`config.mk`:
```
export PLATFORM = sky130hd
export DESIGN_NAME = cfgspace_filter
export DESIGN_NICKNAME = d
export VERILOG_FILES = /design/src/rtl/cfg_pkg.sv /design/src/rtl/cfg_rst_sync.sv /design/src/rtl/cfg_wr_filter.sv /design/src/rtl/cfg_byte_array.sv /design/src/rtl/cfg_rd_mux.sv /design/src/rtl/cfg_bit_track.sv /design/src/rtl/cfgspace_filter.sv
export SDC_FILE = /design/constraint.sdc
export NUM_CORES = 2
export LEC_CHECK = 0
export BUFFER_PORTS_ARGS = -buffer_cell sky130_fd_sc_hd__clkbuf_2
export CAP_MARGIN = 20
export CORE_MARGIN = 5
export CORE_UTILIZATION = 60
export DETAILED_ROUTE_END_ITERATION = 10
export GPL_ROUTABILITY_DRIVEN = 1
export PLACE_DENSITY = 0.76
export SLEW_MARGIN = 30
export SYNTH_ARGS = -nofsm -noshare
export SYNTH_HDL_FRONTEND = slang
export SYNTH_HIERARCHICAL = 1
export SYNTH_SLANG_ARGS = --single-unit
```
`constraint.sdc`:
```
create_clock -name clk -period 73.5 [get_ports clk]
set_input_delay 3.675 -clock clk [delete_from_list [all_inputs] [get_ports clk]]
set_output_delay 3.675 -clock clk [all_outputs]
set_load 0.01 [all_outputs]
```
`src/rtl/cfg_pkg.sv`:
```
package cfg_pkg;
  localparam int CFG_AW = 8;
  localparam int CFG_DW = 8;
  localparam int CFG_FW = 3;
  localparam int CFG_NB = 1 << CFG_AW;

  localparam logic [CFG_AW-1:0] OFF_CMD      = 8'h04;
  localparam logic [CFG_AW-1:0] OFF_REV      = 8'h08;
  localparam logic [CFG_AW-1:0] OFF_ALIAS    = 8'h40;
  localparam logic [CFG_AW-1:0] OFF_PORT     = 8'h4F;
  localparam logic [CFG_AW-1:0] OFF_PROT_LO  = 8'h0F;
  localparam logic [CFG_AW-1:0] OFF_PROT_HI  = 8'h4B;
  localparam logic [CFG_AW-1:0] OFF_ROUTE_LO = 8'h60;
  localparam logic [CFG_AW-1:0] OFF_ROUTE_HI = 8'h63;
  localparam int               EN_BIT        = 6;

  // Value a byte takes at reset (and keeps for ever if it has no storage).
  function automatic logic [CFG_DW-1:0] cfg_reset_val(int idx);
    logic [CFG_DW-1:0] v;
    v = '0;
    if (idx == int'(OFF_ALIAS))                                   v = 8'h20;
    else if (idx == int'(OFF_PORT))                               v = 8'h4F;
    else if (idx >= int'(OFF_ROUTE_LO) && idx <= int'(OFF_ROUTE_HI)) v = 8'h80;
    else if (idx == 8'h80)                                        v = 8'h78;
    else if (idx == int'(OFF_CMD))                                v = 8'h07;
    return v;
  endfunction

  // True when a byte needs flops: any offset a write can ever change.
  function automatic bit cfg_is_stored(int idx);
    bit s;
    s = (idx == int'(OFF_CMD)) || (idx == 8'h0C) || (idx == 8'h0D) ||
        (idx == int'(OFF_ALIAS)) || (idx > int'(OFF_PROT_HI));
    return s;
  endfunction
endpackage

```
`src/rtl/cfg_rst_sync.sv`:
```
module cfg_rst_sync (
  input  logic clk,
  input  logic rst_n,
  output logic rst_sync_n
);
  logic [1:0] stage_q;
  logic [1:0] stage_d;

  always_comb stage_d = {stage_q[0], 1'b1};

  always_ff @(posedge clk or negedge rst_n) begin
    if (!rst_n) stage_q <= 2'b00;
    else        stage_q <= stage_d;
  end

  assign rst_sync_n = stage_q[1];
endmodule

```
`src/rtl/cfg_wr_filter.sv`:
```
module cfg_wr_filter
  import cfg_pkg::*;
#(
  parameter int REV_GATE = 3
) (
  input  logic              wr_req,
  input  logic [CFG_FW-1:0] fn,
  input  logic [CFG_AW-1:0] off,
  input  logic [CFG_DW-1:0] rev,
  output logic              wr_ok
);
  logic in_prot_band;
  logic is_ro;
  logic is_route;
  logic rev_low;

  always_comb begin
    in_prot_band = (off >= OFF_PROT_LO) && (off <= OFF_PROT_HI) && (off != OFF_ALIAS);
    is_ro        = (off <= 8'h03) || ((off >= 8'h08) && (off <= 8'h0B)) || (off == 8'h0E);
    is_route     = (off >= OFF_ROUTE_LO) && (off <= OFF_ROUTE_HI);
    rev_low      = (int'(rev) < REV_GATE);
    wr_ok        = wr_req && (fn == '0) && !in_prot_band && !is_ro && !(is_route && rev_low);
  end
endmodule

```
`src/rtl/cfg_byte_array.sv`:
```
module cfg_byte_array
  import cfg_pkg::*;
(
  input  logic                     clk,
  input  logic                     rst_n,
  input  logic                     wr_ok,
  input  logic [CFG_AW-1:0]        wr_off,
  input  logic [CFG_DW-1:0]        wr_data,
  output logic [CFG_NB*CFG_DW-1:0] bytes_flat
);
  for (genvar i = 0; i < CFG_NB; i++) begin : g_byte
    if (cfg_is_stored(i)) begin : g_ff
      logic [CFG_DW-1:0] q;
      logic [CFG_DW-1:0] d;
      logic              ce;

      always_comb begin
        ce = wr_ok && (wr_off == CFG_AW'(i));
        d  = ce ? wr_data : q;
      end

      always_ff @(posedge clk or negedge rst_n) begin
        if (!rst_n) q <= cfg_reset_val(i);
        else        q <= d;
      end

      assign bytes_flat[i*CFG_DW +: CFG_DW] = q;
    end else begin : g_const
      assign bytes_flat[i*CFG_DW +: CFG_DW] = cfg_reset_val(i);
    end
  end
endmodule

```
`src/rtl/cfg_rd_mux.sv`:
```
module cfg_rd_mux
  import cfg_pkg::*;
#(
  parameter logic [31:0] ID_WORD = 32'h7A31_C0DE
) (
  input  logic [CFG_FW-1:0]        fn,
  input  logic [CFG_AW-1:0]        off,
  input  logic [CFG_DW-1:0]        rev,
  input  logic [CFG_NB*CFG_DW-1:0] bytes_flat,
  output logic [CFG_DW-1:0]        rdata
);
  logic [CFG_DW-1:0] raw;

  always_comb begin
    raw = bytes_flat[{off, 3'b000} +: CFG_DW];
    if (fn != '0) begin
      rdata = 8'hFF;
    end else begin
      unique case (off)
        8'h00, 8'h01, 8'h02, 8'h03: rdata = ID_WORD[{off[1:0], 3'b000} +: CFG_DW];
        OFF_REV:                    rdata = rev;
        8'h09, 8'h0A, 8'h0B, 8'h0E: rdata = 8'h00;
        OFF_CMD:                    rdata = {4'b0000, raw[3], 3'b111};
        8'h05, 8'h06:               rdata = 8'h00;
        8'h07:                      rdata = 8'h02;
        default:                    rdata = raw;
      endcase
    end
  end
endmodule

```
`src/rtl/cfg_bit_track.sv`:
```
module cfg_bit_track
  import cfg_pkg::*;
#(
  parameter logic [CFG_AW-1:0] OFFSET  = 8'h40,
  parameter int                BIT_IDX = 6,
  parameter logic              RST_VAL = 1'b0
) (
  input  logic              clk,
  input  logic              rst_n,
  input  logic              wr_ok,
  input  logic [CFG_AW-1:0] wr_off,
  input  logic [CFG_DW-1:0] wr_data,
  output logic              en_q
);
  logic hit;
  logic en_d;

  always_comb begin
    hit  = wr_ok && (wr_off == OFFSET) && (wr_data[BIT_IDX] != en_q);
    en_d = hit ? wr_data[BIT_IDX] : en_q;
  end

  always_ff @(posedge clk or negedge rst_n) begin
    if (!rst_n) en_q <= RST_VAL;
    else        en_q <= en_d;
  end
endmodule

```
`src/rtl/cfgspace_filter.sv`:
```
module cfgspace_filter
  import cfg_pkg::*;
#(
  parameter int          REV_GATE = 3,
  parameter logic [31:0] ID_WORD  = 32'h7A31_C0DE
) (
  input  logic       clk,
  input  logic       rst_n,
  input  logic [2:0] acc_fn,
  input  logic [7:0] acc_off,
  input  logic       acc_wr,
  input  logic [7:0] acc_wdata,
  input  logic [7:0] rev_id,
  output logic [7:0] acc_rdata,
  output logic       dma_alias_en,
  output logic       fast_port_en
);
  localparam logic ALIAS_RST = cfg_reset_val(int'(OFF_ALIAS))[EN_BIT];
  localparam logic PORT_RST  = cfg_reset_val(int'(OFF_PORT))[EN_BIT];

  logic                     rst_i_n;
  logic                     wr_ok;
  logic [CFG_NB*CFG_DW-1:0] bytes_flat;

  cfg_rst_sync u_rst (
    .clk        (clk),
    .rst_n      (rst_n),
    .rst_sync_n (rst_i_n)
  );

  cfg_wr_filter #(.REV_GATE(REV_GATE)) u_filt (
    .wr_req (acc_wr),
    .fn     (acc_fn),
    .off    (acc_off),
    .rev    (rev_id),
    .wr_ok  (wr_ok)
  );

  cfg_byte_array u_arr (
    .clk        (clk),
    .rst_n      (rst_i_n),
    .wr_ok      (wr_ok),
    .wr_off     (acc_off),
    .wr_data    (acc_wdata),
    .bytes_flat (bytes_flat)
  );

  cfg_rd_mux #(.ID_WORD(ID_WORD)) u_rd (
    .fn         (acc_fn),
    .off        (acc_off),
    .rev        (rev_id),
    .bytes_flat (bytes_flat),
    .rdata      (acc_rdata)
  );

  cfg_bit_track #(.OFFSET(OFF_ALIAS), .BIT_IDX(EN_BIT), .RST_VAL(ALIAS_RST)) u_alias (
    .clk     (clk),
    .rst_n   (rst_i_n),
    .wr_ok   (wr_ok),
    .wr_off  (acc_off),
    .wr_data (acc_wdata),
    .en_q    (dma_alias_en)
  );

  cfg_bit_track #(.OFFSET(OFF_PORT), .BIT_IDX(EN_BIT), .RST_VAL(PORT_RST)) u_port (
    .clk     (clk),
    .rst_n   (rst_i_n),
    .wr_ok   (wr_ok),
    .wr_off  (acc_off),
    .wr_data (acc_wdata),
    .en_q    (fast_port_en)
  );
endmodule

```
**Yosys cells after proc, flatten, opt, wreduce, memory -nomap -nowiden**

Cells that the tools add are included.

- Reductions and logical operators: 205
- $lt $le $gt $ge: 8
- Shift-type cells: 2
- Multiplexer cells: 2
- Equality and inequality tests: 198

Operator list:

| kind | number |
|---|---|
| 2048-bit by 12-bit variable part select with 8-bit output | 1 |
| 8-bit equality test, second input constant | 128 |
| 8-bit by 7-bit equality test with 1-bit output, second input constant | 53 |
| 1-bit logical AND | 195 |
| 8-bit by 4-bit equality test with 1-bit output, second input constant | 7 |
| 8-bit one-hot mux with 5 select lines | 1 |
| 8-bit by 3-bit equality test with 1-bit output, second input constant | 4 |
| 32-bit by 6-bit variable part select with 8-bit output, first input constant | 1 |
| 8-bit by 2-bit equality test with 1-bit output, second input constant | 2 |
| 8-bit by 4-bit greater-or-equal comparator with 1-bit output, second input constant | 2 |
| 8-bit by 7-bit less-or-equal comparator with 1-bit output, second input constant | 2 |
| 8-bit by 1-bit equality test with 1-bit output, second input constant | 1 |
| 8-bit by 7-bit greater-or-equal comparator with 1-bit output, second input constant | 1 |
| 8-bit by 2-bit less-or-equal comparator with 1-bit output, second input constant | 1 |
| 8-bit by 4-bit less-or-equal comparator with 1-bit output, second input constant | 1 |
| 8-bit zero test | 1 |
| 8-bit by 2-bit less-than comparator with 1-bit output, second input constant | 1 |
| 8-bit two-way mux | 1 |
| 8-bit by 7-bit inequality test with 1-bit output, second input constant | 1 |
| 6-bit OR reduction | 1 |
| 4-bit OR reduction | 1 |
| 1-bit zero test | 3 |
| 3-bit zero test | 1 |
| 3-bit nonzero test | 1 |
| other kinds (2) | 4 |

- Flip-flop bits (word level): 1476
- Logic and storage cells: 602

**Logic depth before layout (Yosys ltp)**

- Depth after elaboration: 9
- Depth in mapped cells: 15

**By module**

Netlist, hierarchy kept.

Modules (own cells, without submodules):

| module | cells an instance | sequential area each (sq um) | area each (sq um) | instances |
|---|---|---|---|---|
| cfg_byte_array | 4008 | 36856.6 | 61365.1 | 1 |
| cfg_rd_mux | 1514 | 0.0 | 16977.5 | 1 |
| cfg_wr_filter | 13 | 0.0 | 83.8 | 1 |
| cfg_bit_track (u_port) | 5 | 26.3 | 63.8 | 1 |
| cfg_bit_track (u_alias) | 6 | 25.0 | 62.6 | 1 |
| cfg_rst_sync | 3 | 50.0 | 53.8 | 1 |

**Least setup slack after synthesis**

No wires, ideal clock.

- Path kind: in2out
- Start: input port acc_off[0]
- End: output port acc_rdata[1]
- Path slack: 63339 ps
- Stages on the path: 15
- Buffers on the path: 7
- Arrival: 6486 ps
- Data required time: 69825 ps
- Cell sequence: buf_6 buf_12 buf_6 buf_6 buf_6 buf_6 buf_4 inv_1 ha_1 or4_1 nand3_1 o21bai_1 a21oi_1 o41ai_1 a2111o_1

- Cells in the longest elaborated chain, start to end: 4
- Elaborated cells on any way between the ends: 19
- Classes of those cells: eq/ne: 12; shift: 2; mux: 2; reduce/logical: 3

Ends and longest elaborated chain:

| what | RTL line | text |
|---|---|---|
| start, declared | cfgspace_filter.sv:10 | `input logic [7:0] acc_off,` |
| parallel branches: the longest is 2 deep, another holds 2048-bit by 12-bit variable part select with 8-bit output | -- |  |
| 8-bit one-hot mux with 5 select lines * | cfg_rd_mux.sv:19 | `unique case (off)` |
| 8-bit two-way mux * | cfg_rd_mux.sv:16 | `if (fn != '0) begin` |
| end, declared | cfgspace_filter.sv:14 | `output logic [7:0] acc_rdata,` |

Mark *: on every way between the ends.

**Worst setup path in the final report**

- Start: input port acc_off[0]
- End: output port acc_rdata[5]

Same word-level chain as after synthesis.

==> flow_metrics.env <==
export IMPL_cts_setup_buffers=0
export IMPL_grt_antenna_before_repair=9
export IMPL_cts_made_buffers=155
export IMPL_ctsHtreeMaxLevel=4
export IMPL_grt_use_total=0.2969
export IMPL_drcViolationCount=0
export IMPL_regArea_sq_um=36960
export IMPL_drt_initial_drc_count=4493
export IMPL_fin_crit_sh=0.1813
export IMPL_synth_edff_count=0
export IMPL_fin_setup_tns_ns=0
export IMPL_arrival_ns=9.65
export IMPL_cts_resized=0
export IMPL_ant_nets=0
export IMPL_ioPinCount=40
export IMPL_tightestPinTransition_ns=1.075
export IMPL_setup_slack_ns=60.18
export IMPL_wire_per_inst_microns=27.86
export IMPL_path_class="in -> out"
export IMPL_endpoint_kind="output pin"
export IMPL_area_growth_pct=5.327
export IMPL_die_area_sq_um=138400
export IMPL_multiInputGateArea_sq_um=37180
export IMPL_power_leakage_nw=40.46
export IMPL_path_cells="buf_8, buf_12, buf_12, buf_4, buf_4, mux4_2, mux4_2, nand2_1, a21oi_1, o211ai_1, nand4_1, clkbuf_2"
export IMPL_nFillCells=9407
export IMPL_crit_path_max_fanout=104
export IMPL_cts_hold_repair_buffers=0
export IMPL_vias=46760
export IMPL_worst_clock_skew_ns=0.02603
export IMPL_cts_sinks=1476
export IMPL_nets=5438
export IMPL_dr_pass1_iters=6
export IMPL_gp_congestion=0.8609
export IMPL_initial_core_util=0.6055
export IMPL_drive_above_1_share=0.4321
export IMPL_grt_start_max_net_pins=169
export IMPL_synth_area_leaders="dfrtp_1, mux2_2, mux4_2"
export IMPL_power_total_w=0.001742
export IMPL_start_kind="primary input"
export IMPL_grt_overflow_total=0
export IMPL_avgSynthCellArea_sq_um=14.17
export IMPL_portBuffers=39
export IMPL_yosysWarnings=6
export IMPL_vias_per_cell=6.434
export IMPL_rows=132
export IMPL_outcome="finished clean"
export IMPL_coreArea_sq_um=129800
export IMPL_rsz0062_at_grt="no"
export IMPL_dieHeight_microns=372.0
export IMPL_grt_pass1_vias=48240
export IMPL_post_place_ws_ns=60.22
export IMPL_vdd_drop_max_mv=0.01713
export IMPL_dpl_hpwl_microns=124300
export IMPL_max_cap_viol_count=0
export IMPL_clk_pin_slew_ns=0.06
export IMPL_seq_area_frac_synth=0.4702
export IMPL_root_buffer="clkbuf_16"
export IMPL_synth_seq_cells=1476
export IMPL_clk_latency_ns=0.78
export IMPL_slowest_delay_ns=0.70
export IMPL_setup_violations=0
export IMPL_worstHoldPathType="reg -> reg"
export IMPL_cp_slowest_cell="buf_4"
export IMPL_path_buf_inv=6
export IMPL_grt_first_pass_wirelength_microns=309800
export IMPL_max_slew_margin=0.2773
export IMPL_cts_buffer_depth=3
export IMPL_totalWireLength_microns=202500
export IMPL_powerDensity_nw_per_um2=21.04
export IMPL_synth_top_area_share=0.4641
export IMPL_syn_inst=5549
export IMPL_fp_dieW_microns=372.0
export IMPL_async_flop_share=1.000
export IMPL_syn_area_sq_um=78610
export IMPL_max_freq_ghz=0.07506
export IMPL_synth_top_cell_by_area="dfrtp_1"
export IMPL_finalCriticalPeriod_ns=13.32
export IMPL_yosysUniqueCellTypes=89
export IMPL_cp_required_ns=69.83
export IMPL_ys_flop_type="dfrtp_1"
export IMPL_hold_viol=0
export IMPL_crit_family="buffers and inverters"
export IMPL_cts_tree="done"
export IMPL_slew_viol_final=0
[state kept, by name (all words and copies together) (netlist names)]
signal	flops
u_alias/en_q	1
u_rst/stage_q	2
u_port/en_q	1
u_arr/g_byte.g_ff.q	1472
[kinds of logic after synthesis]
family	share of synthesized area
mux	0.3577
buf+inv	0.08626
fa+ha+maj	0.0009550
flops	0.4702
compound gates	0.04253
simple gates	0.04228
other cells	0.00009554
[cells in the mapped netlist, drive strengths merged (7+ instances only)]
library cell	count
nor4	17
clkbuf	258
o211ai	10
a22o	33
a221o	7
nor2b	11
nor2	27
mux2i	323
dfstp	18
o22ai	76
o41ai	7
nand4	12
nand3	102
o221ai	52
dfrtp	1458
o21ai	41
a211oi	53
buf	767
nor3	95
nand2	64
mux2	1482
a21oi	52
a221oi	28
a22oi	51
mux4	364
[path summary, 6_finish.rpt]
kind / startpoint / to / slack [ns] / depth (start not counted)
min in group asynchronous: u_rst/stage_q[1]$_DFF_PN0_ / u_arr/g_byte[186].g_ff.q[7]$_DFFE_PN0P_ / 0.42 / 0
max in group asynchronous: u_rst/stage_q[1]$_DFF_PN0_ / u_arr/g_byte[164].g_ff.q[5]$_DFFE_PN0P_ / 69.65 / 4
min reg2reg: u_rst/stage_q[0]$_DFF_PN0_ / u_rst/stage_q[1]$_DFF_PN0_ / 0.35 / 0
max reg2reg: u_rst/stage_q[1]$_DFF_PN0_ / u_arr/g_byte[164].g_ff.q[5]$_DFFE_PN0P_ / 69.65 / 4
max: acc_off[0] / acc_rdata[5] / 60.18 / 12
min: u_rst/stage_q[0]$_DFF_PN0_ / u_rst/stage_q[1]$_DFF_PN0_ / 0.35 / 0
[cells in the final DEF, fill, tap and decap left out, drive strengths merged, types with 17 or more instances in the layout]
cell type and n:
a211oi 53, a21oi 52, a221oi 28, a22o 33, a22oi 51, buf 120
clkbuf 269, clkinv 29, conb 577, dfrtp 1458, dfstp 18, mux2 1482
mux2i 323, mux4 364, nand2 64, nand3 102, nor2 27, nor3 95
nor4 17, o21ai 41, o221ai 52, o22ai 76
[layer usage]
layer / wire, microns / track usage / vias up
li1: - / - / 19410
met1: 81840 / 0.4121 / 25040
met2: 95020 / 0.4639 / 1845
met3: 16850 / 0.06281 / 460
met4: 8713 / 0.1169 / 8
met5: 57 / 0 / -
[power breakdown]
group | switching (W) | internal (W) | leakage (nW)
Combinational | 0.0000905 | 0.0000391 | 17.4
Clock | 0.000331 | 0.000460 | 2.54
Sequential | 0.00000327 | 0.000818 | 20.5
[area by class of cell]
cell class / count / share of cell area
Multi-Input combinational cell: 3614 / 0.4491
Antenna cell: 2 / 0.00006045
Inverter: 9 / 0.0004080
Timing Repair Buffer: 146 / 0.01532
Sequential cell: 1476 / 0.4464
Clock inverter: 36 / 0.005425
Tap cell: 1742 / 0.02633
Clock buffer: 243 / 0.05696
[per-stage QoR]
step | hold slack [ns] | std cells | utilization | instance area [sq um]
2_1_floorplan | 0.3312 | 6124 | - | 80770
3_3_place_gp | 0.3356 | 6982 | 0.5966 | 77450
3_5_place_dp | 0.3411 | 6985 | 0.5972 | 77530
4_1_cts | 0.3561 | 7264 | 0.6370 | 82690
5_1_grt | 0.3793 | 7266 | 0.6378 | 82790
6_report | 0.3542 | 7268 | 0.6378 | 82790
(Power assumes the default switching activity.)
